===== src/rtl/lane_arith_unit.sv =====
module lane_arith_unit #(
  parameter int WORD_W   = 32,
  parameter int NARROW_W = 8
) (
  input  logic              clk,
  input  logic              rst_n,
  input  logic              start,
  input  logic [WORD_W-1:0] opa,
  input  logic [WORD_W-1:0] opb,
  input  logic              fmt,
  input  logic [2:0]        op,
  input  logic              sgn,
  input  logic              sat_en,
  input  logic              rnd_en,
  output logic [WORD_W-1:0] result,
  output logic              done,
  output logic              ovf_sticky
);
  localparam int WIDE_W   = 2 * NARROW_W;
  localparam int N_NARROW = WORD_W / NARROW_W;
  localparam logic [2:0] OP_ADD = 3'd0, OP_SUB = 3'd1, OP_HADD = 3'd2,
                         OP_HSUB = 3'd3, OP_ABS = 3'd4;

  logic [WORD_W-1:0]   fres [2];
  logic [N_NARROW-1:0] fovf [2];

  for (genvar gf = 0; gf < 2; gf++) begin : g_fmt
    localparam int LW = (gf == 1) ? WIDE_W : NARROW_W;
    localparam int NL = WORD_W / LW;
    localparam int E  = LW + 2;
    logic [NL-1:0] ov;

    for (genvar i = 0; i < NL; i++) begin : g_lane
      logic [LW-1:0] la, lb, lmax, lmin, clampv, addsub_v, abs_v, lane_v;
      logic [E-1:0]  xa, xb, rng, half;
      logic          oor, amin, lane_o;

      assign la   = opa[i*LW +: LW];
      assign lb   = opb[i*LW +: LW];
      assign xa   = sgn ? {{2{la[LW-1]}}, la} : {2'b00, la};
      assign xb   = sgn ? {{2{lb[LW-1]}}, lb} : {2'b00, lb};
      assign rng  = (op == OP_SUB) ? xa - xb : xa + xb;
      assign half = ((op == OP_HSUB) ? xa - xb : xa + xb) + E'(rnd_en);

      assign lmax = sgn ? {1'b0, {(LW-1){1'b1}}} : {LW{1'b1}};
      assign lmin = sgn ? {1'b1, {(LW-1){1'b0}}} : '0;
      assign oor  = sgn ? (rng[E-1:LW-1] != '0 && rng[E-1:LW-1] != '1)
                        : (rng[E-1] | rng[LW]);
      assign clampv   = rng[E-1] ? lmin : lmax;
      assign addsub_v = (sat_en && oor) ? clampv : rng[LW-1:0];

      assign amin  = sgn && (la == {1'b1, {(LW-1){1'b0}}});
      assign abs_v = amin ? lmax : (sgn && la[LW-1]) ? (~la + LW'(1)) : la;

      always_comb begin
        lane_v = '0;
        lane_o = 1'b0;
        case (op)
          OP_ADD, OP_SUB:   begin lane_v = addsub_v; lane_o = oor; end
          OP_HADD, OP_HSUB: lane_v = half[LW:1];
          OP_ABS:           begin lane_v = abs_v; lane_o = amin; end
          default:          ;
        endcase
      end

      assign fres[gf][i*LW +: LW] = lane_v;
      assign ov[i] = lane_o;
    end

    assign fovf[gf] = N_NARROW'(ov);
  end

  logic [WORD_W-1:0] cur_res;
  logic              cur_ovf;
  assign cur_res = fmt ? fres[1] : fres[0];
  assign cur_ovf = |(fmt ? fovf[1] : fovf[0]);

  always_ff @(posedge clk) begin
    if (!rst_n) begin
      result     <= '0;
      done       <= 1'b0;
      ovf_sticky <= 1'b0;
    end else begin
      done <= start;
      if (start) begin
        result     <= cur_res;
        ovf_sticky <= ovf_sticky | cur_ovf;
      end
    end
  end
endmodule


===== config.mk =====
export PLATFORM = sky130hd
export DESIGN_NAME = lane_arith_unit
export DESIGN_NICKNAME = d
export VERILOG_FILES = /design/src/rtl/lane_arith_unit.sv
export SDC_FILE = /design/constraint.sdc
export NUM_CORES = 1
export LEC_CHECK = 0
export ABC_AREA = 1
export BUFFER_PORTS_ARGS = -buffer_cell sky130_fd_sc_hd__buf_2
export CAP_MARGIN = 10
export CORE_ASPECT_RATIO = 1.4
export CORE_MARGIN = 2
export CORE_UTILIZATION = 33
export CTS_CLUSTER_SIZE = 12
export DETAILED_ROUTE_END_ITERATION = 10
export PLACE_DENSITY = 0.58
export SYNTH_ARGS = -nofsm -noshare
export SYNTH_HDL_FRONTEND = slang
export SYNTH_SLANG_ARGS = --single-unit

===== constraint.sdc =====
create_clock -name clk -period 5.8 [get_ports clk]
set_clock_uncertainty 0.15 [all_clocks]
set_input_delay 1.74 -clock clk [delete_from_list [all_inputs] [get_ports clk]]
set_output_delay 1.74 -clock clk [all_outputs]
set_load 0.005 [all_outputs]

==> run metrics, run 1 <==
GPL Wtd Cong=1.02; Clock Tree Root=clkbuf_16; final WL=between 50 and 60 mm; die height=between 200 and 250 um; pre-CTS WS=approximately 110 ps; Num CTS Buffers=5; DRC Markers=0; max-cap violations=0; Yosys top cell area share=26.6%; Vias=roughly 16000; Starting Density=33.3%; Crit. End Element=flop; CTS tree=done; antenna cells=0; Worst EP arrival=roughly 5600 ps; core area=around 36000 um2; Tot Pwr=2000 uW; Final setup viols=0; share of post-route cells with drive strength above 1=8.57%; switch share=57.8%; P per Cell Area=between 150 and 200 nW/um2; min-delay src=ovf_sticky; initial antenna violation count=0; drt first-iter violations=around 1300; DIE AREA=around 38000 um2; hold depth=2; Synth area leader=nand2_1; min Tclk post-route=~5600 ps; Post-Synthesis Cells=approximately 2400; Final Net Count=about 2700; Seq cells post-synth=34; commonest cells in the netlist=859 x nand2_1, 308 x inv_1, 293 x nand3_1; Util after Layout=between 30% and 40%; first-pass GRT wire length=86.1 mm; postcts setup bufs=0; FF-to-FF End=result[11]; unrepaired setup endpoints after global routing=false; Hold-fix buffers, CTS=0; Setup Crit Path Kind=in -> reg; sequential share of power=between 10% and 20%; Rows=between 80 and 90; leakage power=around 0.0072 uW; Hold Vio Cnt, Final=0; Synth cell types=48; slew margin rel.=roughly 28%; ANT nets after route=0; synth warn=0; post-synthesis sequential area ratio=around 5.6%; R2R depth=2; hold path endpoint=ovf_sticky; Layout area overhead=9.03%; Crit Path Max Fanout=12; drt first pass iters=6; Top FF cell, synth=dfxtp_1; RR Startpoint=result[11]; HP Class=reg -> reg; VDD IR max=approximately 84 uV; final setup margin=roughly 230 ps; Max Fclk=between 150 and 200 MHz; CTS max path bufs=2; Syn Area/Cell=4.96 um2; Pint=between 800 and 900 uW; NetSw=between 1000 and 1500 uW; Post-synth EDFFs=0; grt ovf=0; H-tree levels=2; count leader, synth=nand2_1; Worst setup SP type=input pin; post-DR wirelength/cell=approximately 19 um; gr usage total=28.4%; Async SR Flop Fraction=0%; outcome=complete, no violations; Die X=around 170 um; largest net degree at the start of global routing=44; io pins=~110; I/O Buffers=approximately 110; CTS sink cnt=34; hpwl dp=approximately 47 mm; vias in the first global route=between 15000 and 20000; Clk pwr share=between 10% and 20%; largest cells by area after synthesis=nand2_1 27%, nand3_1 12%, inv_1 9.5%; Clock Pin Slew Worst Setup and Hold Paths=about 50 ps; part of the power in combinational logic=roughly 74%; syn_nets=between 2000 and 3000; post-cts resize count=0; clk_lat worst skew=about 280 ps; via/cell ratio=approximately 5.5; CP required=between 5000 and 6000 ps; fin crit share=just under 100%; Post-Synthesis Cell Area=around 12000 um2; Slew Limit Fails=0; Reg2Reg Setup Slack=a little under 5000 ps; Slew @ Worst Pin=between 1000 and 1500 ps
[power by group through the flow]
stage	clock network, uW	logic, uW	registers, uW
3_5_place_dp	0	1450	266
5_1_grt	264	1650	262
6_report	252	1480	261
3_3_place_gp	0	1440	266
2_1_floorplan	0	1010	261
4_1_cts	256	1460	261
[cell usage in the layout (no fill, tap or decap), types with 14 or more instances in the layout]
master   netlist  final
nand2_1      859    858
nand4_1       41     41
o21ai_1       39     39
a31oi_1       14     14
o21ai_0       93     92
a21oi_1      193    193
buf_2         30    107
ha_1          80     80
nor3_1        32     32
inv_1        308    308
xor2_1        26     26
nor2_1       203    203
inv_2         27     27
buf_4          9     34
dfxtp_1       34     34
nand3_1      293    293
[layer usage]
layer	vias up	part of all wire (%)	global-route usage, %
met1	7423	36	29.2
met4	0	9.0	22.2
li1	8008	-	-
met2	666	51	53.7
met5	-	0	0
met3	201	4.2	1.53
[kinds of logic (layout without fill, tap and decap cells)]
| logic type | Yosys count | in the layout | synth area share, % |
|---|---|---|---|
| flip-flops | 34 | 34 | 5.61 |
| AND/OR/NAND/NOR | 1479 | 1479 | 51.3 |
| adder cells (fa/ha/maj) | 88 | 88 | 9.56 |
| buffers and inverters | 427 | 488 | 14.0 |
| XOR/XNOR | 34 | 34 | 2.45 |
| AO/OA/AOI/OAI | 385 | 385 | 17.1 |
[metrics by stage]
stage	cells	area (um2)	hold WS (ps)	TNS, ps
final	2975	13200	310	0
after global routing	2975	13200	333	0
after CTS	2975	13200	311	0
after detailed placement	2968	13100	303	0
after global placement	2968	13100	302	-21.0
after floorplan	2447	12100	297	0
[how the worst max path moves through the flow]
stage / from / to / slack, ps / cells after the start
2_1_floorplan: sgn / result[2] / 990 / 25
3_3_place_gp: opa[24] / ovf_sticky / -20 / 20
3_5_place_dp: opa[24] / result[31] / 110 / 22
4_1_cts: opa[24] / result[31] / 390 / 22
5_1_grt: opa[24] / result[26] / 70 / 22
6_report: opa[24] / result[26] / 230 / 20
[critical path, stage by stage]
cell and delay, ps:
buf_2 120, inv_1 300, ha_1 470, nand2_1 170
inv_1 100, a21oi_1 490, nand3_1 420, nand2_1 160
nand2_1 60, nand2_1 90, nand2_1 70, nand2_1 100
nand2_1 100, o211ai_1 280, nand2_1 290, inv_2 260
nand2_1 80, nand3_1 70, nand2_1 100, a21oi_1 130
[flip-flops by register name, indices dropped and copies added, names as in the netlist]
name,flops
result,32
done,1
ovf_sticky,1
[area by class of cell]
type,count,area (um2)
clock buffers,5,125
multi-input cells,1986,9770
repair buffers,141,791
flip-flops and latches,34,681
inverters,340,1280
clock inverters,2,10.0
fillers,4230,23200
well taps,467,584
(Power assumes the default switching activity.)
==> run 2, diff against run 1 <==
--- a/config.mk
+++ b/config.mk
@@ -13,7 +13,7 @@
 export CORE_UTILIZATION = 33
 export CTS_CLUSTER_SIZE = 12
 export DETAILED_ROUTE_END_ITERATION = 10
-export PLACE_DENSITY = 0.58
+export PLACE_DENSITY = 0.6
 export SYNTH_ARGS = -nofsm -noshare
 export SYNTH_HDL_FRONTEND = slang
 export SYNTH_SLANG_ARGS = --single-unit
==> constraint.sdc (replaced) <==
create_clock -name clk -period 4.8 [get_ports clk]
set_clock_uncertainty 0.15 [all_clocks]
set_input_delay 1.44 -clock clk [delete_from_list [all_inputs] [get_ports clk]]
set_output_delay 1.44 -clock clk [all_outputs]
set_load 0.005 [all_outputs]
==> run 2 against run 1 <==
Effect of this change:
- combinational power is 30% higher
- power is 29% higher
- global-route usage is 0.11 points lower
- final area is 6.8% higher
- setup slack better by 47 ps
- clock power is 30% higher
- sequential power is 22% higher
- via count is 1.5% higher
- wire length is 0.57% lower
- sequential cell count stayed put
- largest cell class unchanged
- largest power group unchanged
==> run metrics, run 2 (same netlist as run 1, synthesis figures left out) <==
fin crit share=between 90% and 100%; largest net degree at the start of global routing=39 (-11%); RR Startpoint=result[29]; dpl cells=3078 (+3.7%); CTS tree=done; post-DR wirelength/cell=18.2 um (-4.1%); drt first pass iters=6 (unchanged); FF-to-FF End=result[29]; die height=231 um (unchanged); ANT nets after route=0 (unchanged); P per Cell Area=182 nW/um2 (+21%); sequential share of power=12.4% (-0.7 points); grt ovf=0 (unchanged); hpwl dp=47.3 mm (+0.87%); largest registers=result (32), done (1), ovf_sticky (1); Slew @ Worst Pin=1100 ps (+20.4 ps); Reg2Reg Setup Slack=3850 ps (-990 ps); cell area after layout=14100 um2 (+6.8%); R2R depth=2 (unchanged); Clk pwr share=12.8% (+0.2 points); number of flip-flops in the largest register=32 (unchanged); io pins=108 (unchanged); max-cap violations=0 (unchanged); Starting Density=33.3% (unchanged); via/cell ratio=5.36 (-2.2%); GPL Wtd Cong=0.988 (-3.4%); most frequent cells in the layout=858 x nand2_1, 308 x inv_1, 293 x nand3_1; Tot Pwr=2570 uW (+29%); Worst setup SP type=input pin; antenna cells=0 (unchanged); Worst EP arrival=4490 ps (-1130 ps); Vias=16538 (+1.5%); min-delay src=result[16]; Post-DP Area=14000 um2 (+6.6%); HP Class=reg -> reg; Non-Filler Instances=3086 (+3.7%); drt first-iter violations=1141 (-11%); CP required=4770 ps (-1080 ps); clk_lat worst skew=290 ps (about the same); hold depth=2 (unchanged); Slew Limit Fails=0 (unchanged); Num CTS Buffers=5 (unchanged); postcts setup bufs=0 (unchanged); leakage power=0.00775 uW (+7.7%); part of the power in combinational logic=74.9% (+0.6 points); Final Net Count=2780 (+4.1%); first-pass GRT wire length=85.8 mm (-0.30%); gr usage total=28.3% (-0.11 points); Clock Pin Slew Worst Setup and Hold Paths=50 ps (about the same); share of post-route cells with drive strength above 1=12.5% (+3.9 points); Crit. End Element=flop; Setup Crit Path Kind=in -> reg; H-tree levels=2 (unchanged); vias in the first global route=16085 (+1.5%); Die X=166 um (unchanged); DRC Markers=0 (unchanged); pre-CTS WS=-301 ps (-413 ps); I/O Buffers=107 (unchanged); Max Fclk=roughly 220 MHz; switch share=55.2% (-2.6 points); core area=36500 um2 (unchanged); slew margin rel.=26.3% (-1.3 points); Layout area overhead=16.4%; Crit Path Max Fanout=16 (+4); Hold Vio Cnt, Final=0 (unchanged); Final setup viols=0 (unchanged); min Tclk post-route=between 4000 and 5000 ps; commonest non-fill, non-tap cell in the layout=nand2_1; hold path endpoint=result[16]; final WL=56.2 mm (-0.57%); outcome=complete, no violations; CTS sink cnt=34 (unchanged); Rows=83 (unchanged); initial antenna violation count=0 (unchanged); NetSw=1420 uW (+23%); CTS max path bufs=2 (unchanged); DIE AREA=38400 um2 (unchanged); Clock Tree Root=clkbuf_16; Pint=1150 uW (+37%); VDD IR max=130 uV (+55%); final setup margin=277 ps (+47.4 ps); Biggest register=result; unrepaired setup endpoints after global routing=false; TNS Setup=0 ps (unchanged)
-- run 2: per-stage QoR --
stage	utilization [%]	hold WS, ps
4_1_cts	38.7	315
3_5_place_dp	38.3	307
6_report	38.8	311
2_1_floorplan	-	297
3_3_place_gp	38.3	301
5_1_grt	38.8	335
-- run 2: what timing repair did --
item,CTS,global route
gates resized for setup,2,2
hold buffers,0,0
endpoints found under the setup margin,7,16
gates cloned,0,0
endpoints found under the hold margin,0,0
-- run 2: how the worst max path moves through the flow --
stage                       to   start  slack, ps
CTS                 result[11]  opa[8]        140
floorplan            result[2]     sgn        290
detailed placement  result[11]  opa[8]       -300
global route        result[10]  opa[8]        100
finish              result[11]  opa[8]        280
global placement    result[11]  opa[8]       -240
-- run 2: routing by layer --
metal,up-vias,share of wire [%],track usage (%)
met5,-,0,0
met4,0,9.0,22.3
met3,222,4.5,1.73
met2,684,50,53.2
met1,7418,36,29.1
li1,8214,-,-
-- run 2: critical path, cell delays in order --
cell and delay (ps):
buf_2 220, inv_1 200, ha_4 350, nor2_2 210
inv_2 50, nor2_2 160, nand4_1 170, nand3_1 230
nand2_1 110, nand3b_1 220, nand3_1 160, nand2_1 140
nand2_1 60, nand2_1 70, nand2_2 80, nand2_4 180
o21ai_0 140, nand2_1 90, nand2_1 50, nand2_1 60
a21oi_1 70
-- run 2: power groups by stage --
stage	Sequential [uW]	Clock (uW)	Combinational, uW
2_1_floorplan	316	0	1220
3_3_place_gp	323	0	1870
6_report	319	328	1920
5_1_grt	318	340	2140
4_1_cts	318	327	1890
3_5_place_dp	324	0	1880
-- run 2: layout make-up --
cell class,count,area (um2)
fillers,4197,22300
multi-input cells,1986,9790
repair buffers,251,1650
inverters,340,1280
flip-flops and latches,34,681
well taps,467,584
clock buffers,7,143
clock inverters,1,5.00
==> run 3, diff against run 2 <==
--- a/config.mk
+++ b/config.mk
@@ -13,7 +13,7 @@
 export CORE_UTILIZATION = 33
 export CTS_CLUSTER_SIZE = 12
 export DETAILED_ROUTE_END_ITERATION = 10
-export PLACE_DENSITY = 0.6
+export PLACE_DENSITY = 0.58
 export SYNTH_ARGS = -nofsm -noshare
 export SYNTH_HDL_FRONTEND = slang
 export SYNTH_SLANG_ARGS = --single-unit
==> constraint.sdc (replaced) <==
create_clock -name clk -period 4.5 [get_ports clk]
set_clock_uncertainty 0.15 [all_clocks]
set_input_delay 1.35 -clock clk [delete_from_list [all_inputs] [get_ports clk]]
set_output_delay 1.35 -clock clk [all_outputs]
set_load 0.005 [all_outputs]
==> run 3 against run 2 <==
Effect of this change:
- final area rose by 6.8%
- sequential cell count unchanged
- combinational power up 16%
- utilization increased by 2.6 points
- largest cell class unchanged
- sequential share of layout area decreased by 0.31 points
- critical endpoint is now ovf_sticky
==> run metrics, run 3 (same netlist as run 1, synthesis figures left out) <==
outcome=complete, no violations; slew margin rel.=27.5% (+1.1 points); largest registers=result (32), done (1), ovf_sticky (1); Reg2Reg Setup Slack=3540 ps (-310 ps); CP required=4470 ps (-300 ps); CTS tree=done; hold depth=2 (unchanged); hold path endpoint=ovf_sticky; unrepaired setup endpoints after global routing=false; fin crit share=a little over nine tenths; io pins=108 (unchanged); commonest non-fill, non-tap cell in the layout=nand2_1; NetSw=1560 uW (+10%); Hold Vio Cnt, Final=0 (unchanged); via/cell ratio=5.30 (-1.0%); pre-CTS WS=-93.4 ps (+208 ps); worst path bufs/invs=4 (+1); largest net degree at the start of global routing=53 (+36%); I/O Buffers=107 (unchanged); sequential share of power=11.2% (-1.2 points); min-delay src=ovf_sticky; FF-to-FF End=result[27]; TNS Setup=0 ps (unchanged); VDD IR max=154 uV (+18%); HP Class=reg -> reg; final setup margin=276 ps (-0.570 ps); Slew @ Worst Pin=1090 ps (-18.4 ps); Worst EP arrival=4190 ps (-300 ps); switch share=51.9% (-3.3 points); number of flip-flops in the largest register=32 (unchanged); Final Net Count=2893 (+4.1%); Die X=166 um (unchanged); clk_lat worst skew=280 ps (about the same); Worst setup SP type=input pin; RR Startpoint=result[27]; antenna cells=0 (unchanged); worst-path cell with the longest stage delay=ha_1; Setup Crit Path Kind=in -> reg; CP delay by family, top=compound AO/OA/AOI/OAI gates; core area=36500 um2 (unchanged); first-pass GRT wire length=88.9 mm (+3.5%); ANT nets after route=0 (unchanged); Vias=16966 (+2.6%); Rows=83 (unchanged); Crit Path Max Fanout=5 (-11); Starting Density=33.3% (unchanged); leakage power=0.00834 uW (+7.6%); Critical Path Max Stage Delay=350 ps (about the same); share of post-route cells with drive strength above 1=16.3% (+3.8 points); CP Cell Sequence=buf_2 -> inv_1 -> ha_1 -> a21oi_1 -> o21ai_0 -> a21oi_1 -> nand2_1 -> nand2_1 -> nand3_1 -> nand2_1 -> buf_4 -> nand3_1 -> nand2_1 -> nand2_2 -> buf_4 -> o21ai_0 -> nand3_1 -> nand3_1 -> a21oi_1; post-DR wirelength/cell=18.1 um (-0.45%); min Tclk post-route=roughly 4200 ps; most frequent cells in the layout=856 x nand2_1, 308 x inv_1, 293 x nand3_1; Final setup viols=0 (unchanged); DIE AREA=38400 um2 (unchanged); grt ovf=0 (unchanged); R2R depth=2 (unchanged); hpwl dp=49.0 mm (+3.5%); part of the power in combinational logic=73.6% (-1.3 points); Clk pwr share=15.3% (+2.5 points); drt first-iter violations=1243 (+8.9%); Crit. End Element=flop; Layout area overhead=24.3%; Clock Pin Slew Worst Setup and Hold Paths=60 ps (about the same); P per Cell Area=200 nW/um2 (+9.7%); Hold-fix buffers, CTS=0 (unchanged); die height=231 um (unchanged); initial antenna violation count=0 (unchanged); H-tree levels=2 (unchanged); max-cap violations=0 (unchanged); # fillers=4133 (-1.5%); Slew Limit Fails=0 (unchanged); Biggest register=result; Num CTS Buffers=5 (unchanged); final WL=58.0 mm (+3.2%); Max Fclk=~240 MHz; CTS sink cnt=34 (unchanged); Util after Layout=41.4% (+2.6 points); gr usage total=29.3% (+1.0 points); CTS max path bufs=2 (unchanged); Clock Tree Root=clkbuf_16; Pint=1450 uW (+26%); drt first pass iters=6 (unchanged); GPL Wtd Cong=1.03 (+4.5%); DRC Markers=0 (unchanged); vias in the first global route=16853 (+4.8%)
-- run 3: cell types whose count changed in the layout (fill, tap and decap cells not counted), moves of 2 or more --
cell,before,now
bufinv_16,0,2
nand2_1,858,856
nand2_2,8,10
buf_12,3,8
ha_2,0,2
buf_4,141,249
-- run 3: metal layers --
layer	part of all wire (%)	up-vias	GRT usage, %
met5	0	-	0
met3	3.7	239	1.59
met4	9.7	0	24.5
met1	36	7666	29.2
met2	51	619	55.9
li1	-	8442	-
-- run 3: worst reg2reg max path: stages (launching register included) --
cell	delay (ps)
dfxtp_1	460
nand2_1	90
a21oi_1	180
-- run 3: timing repair --
action                                  4_1_cts  5_1_grt
endpoints found under the setup margin        0       17
resized for setup                             0        7
setup buffers                                 0        0
-- run 3: how the worst max path moves through the flow --
stage,startpoint,end,slack [ps],cells after the start
floorplan,sgn,result[2],80,25
global placement,opa[28],ovf_sticky,-60,20
detailed placement,opb[0],result[9],-90,22
CTS,opb[0],result[9],190,22
global route,opb[26],ovf_sticky,20,22
finish,opb[25],ovf_sticky,280,19
-- run 3: final cells by class --
cell class                      count  area [um2]  area share (%)
Clock buffer                        5         125           0.829
Timing Repair Buffer              364        2560            17.0
Multi-Input combinational cell   1986        9790            64.9
Clock inverter                      3        68.8           0.456
Tap cell                          467         584            3.87
Sequential cell                    34         681            4.51
Inverter                          340        1280            8.45
-- run 3: through the flow --
stage	cell area (um2)	std cells	power, uW	hold slack (ps)
after CTS	15100	3199	2980	301
after global routing	15100	3199	3270	327
after floorplan	12100	2447	1640	297
final	15100	3199	3010	302
after global placement	14900	3191	2490	290
after detailed placement	14900	3191	2510	292
-- run 3: power groups by stage --
stage	Combinational [uW]	Sequential, uW	Clock [uW]
2_1_floorplan	1300	337	0
3_3_place_gp	2150	342	0
3_5_place_dp	2170	343	0
4_1_cts	2180	336	465
5_1_grt	2460	337	474
6_report	2220	337	460
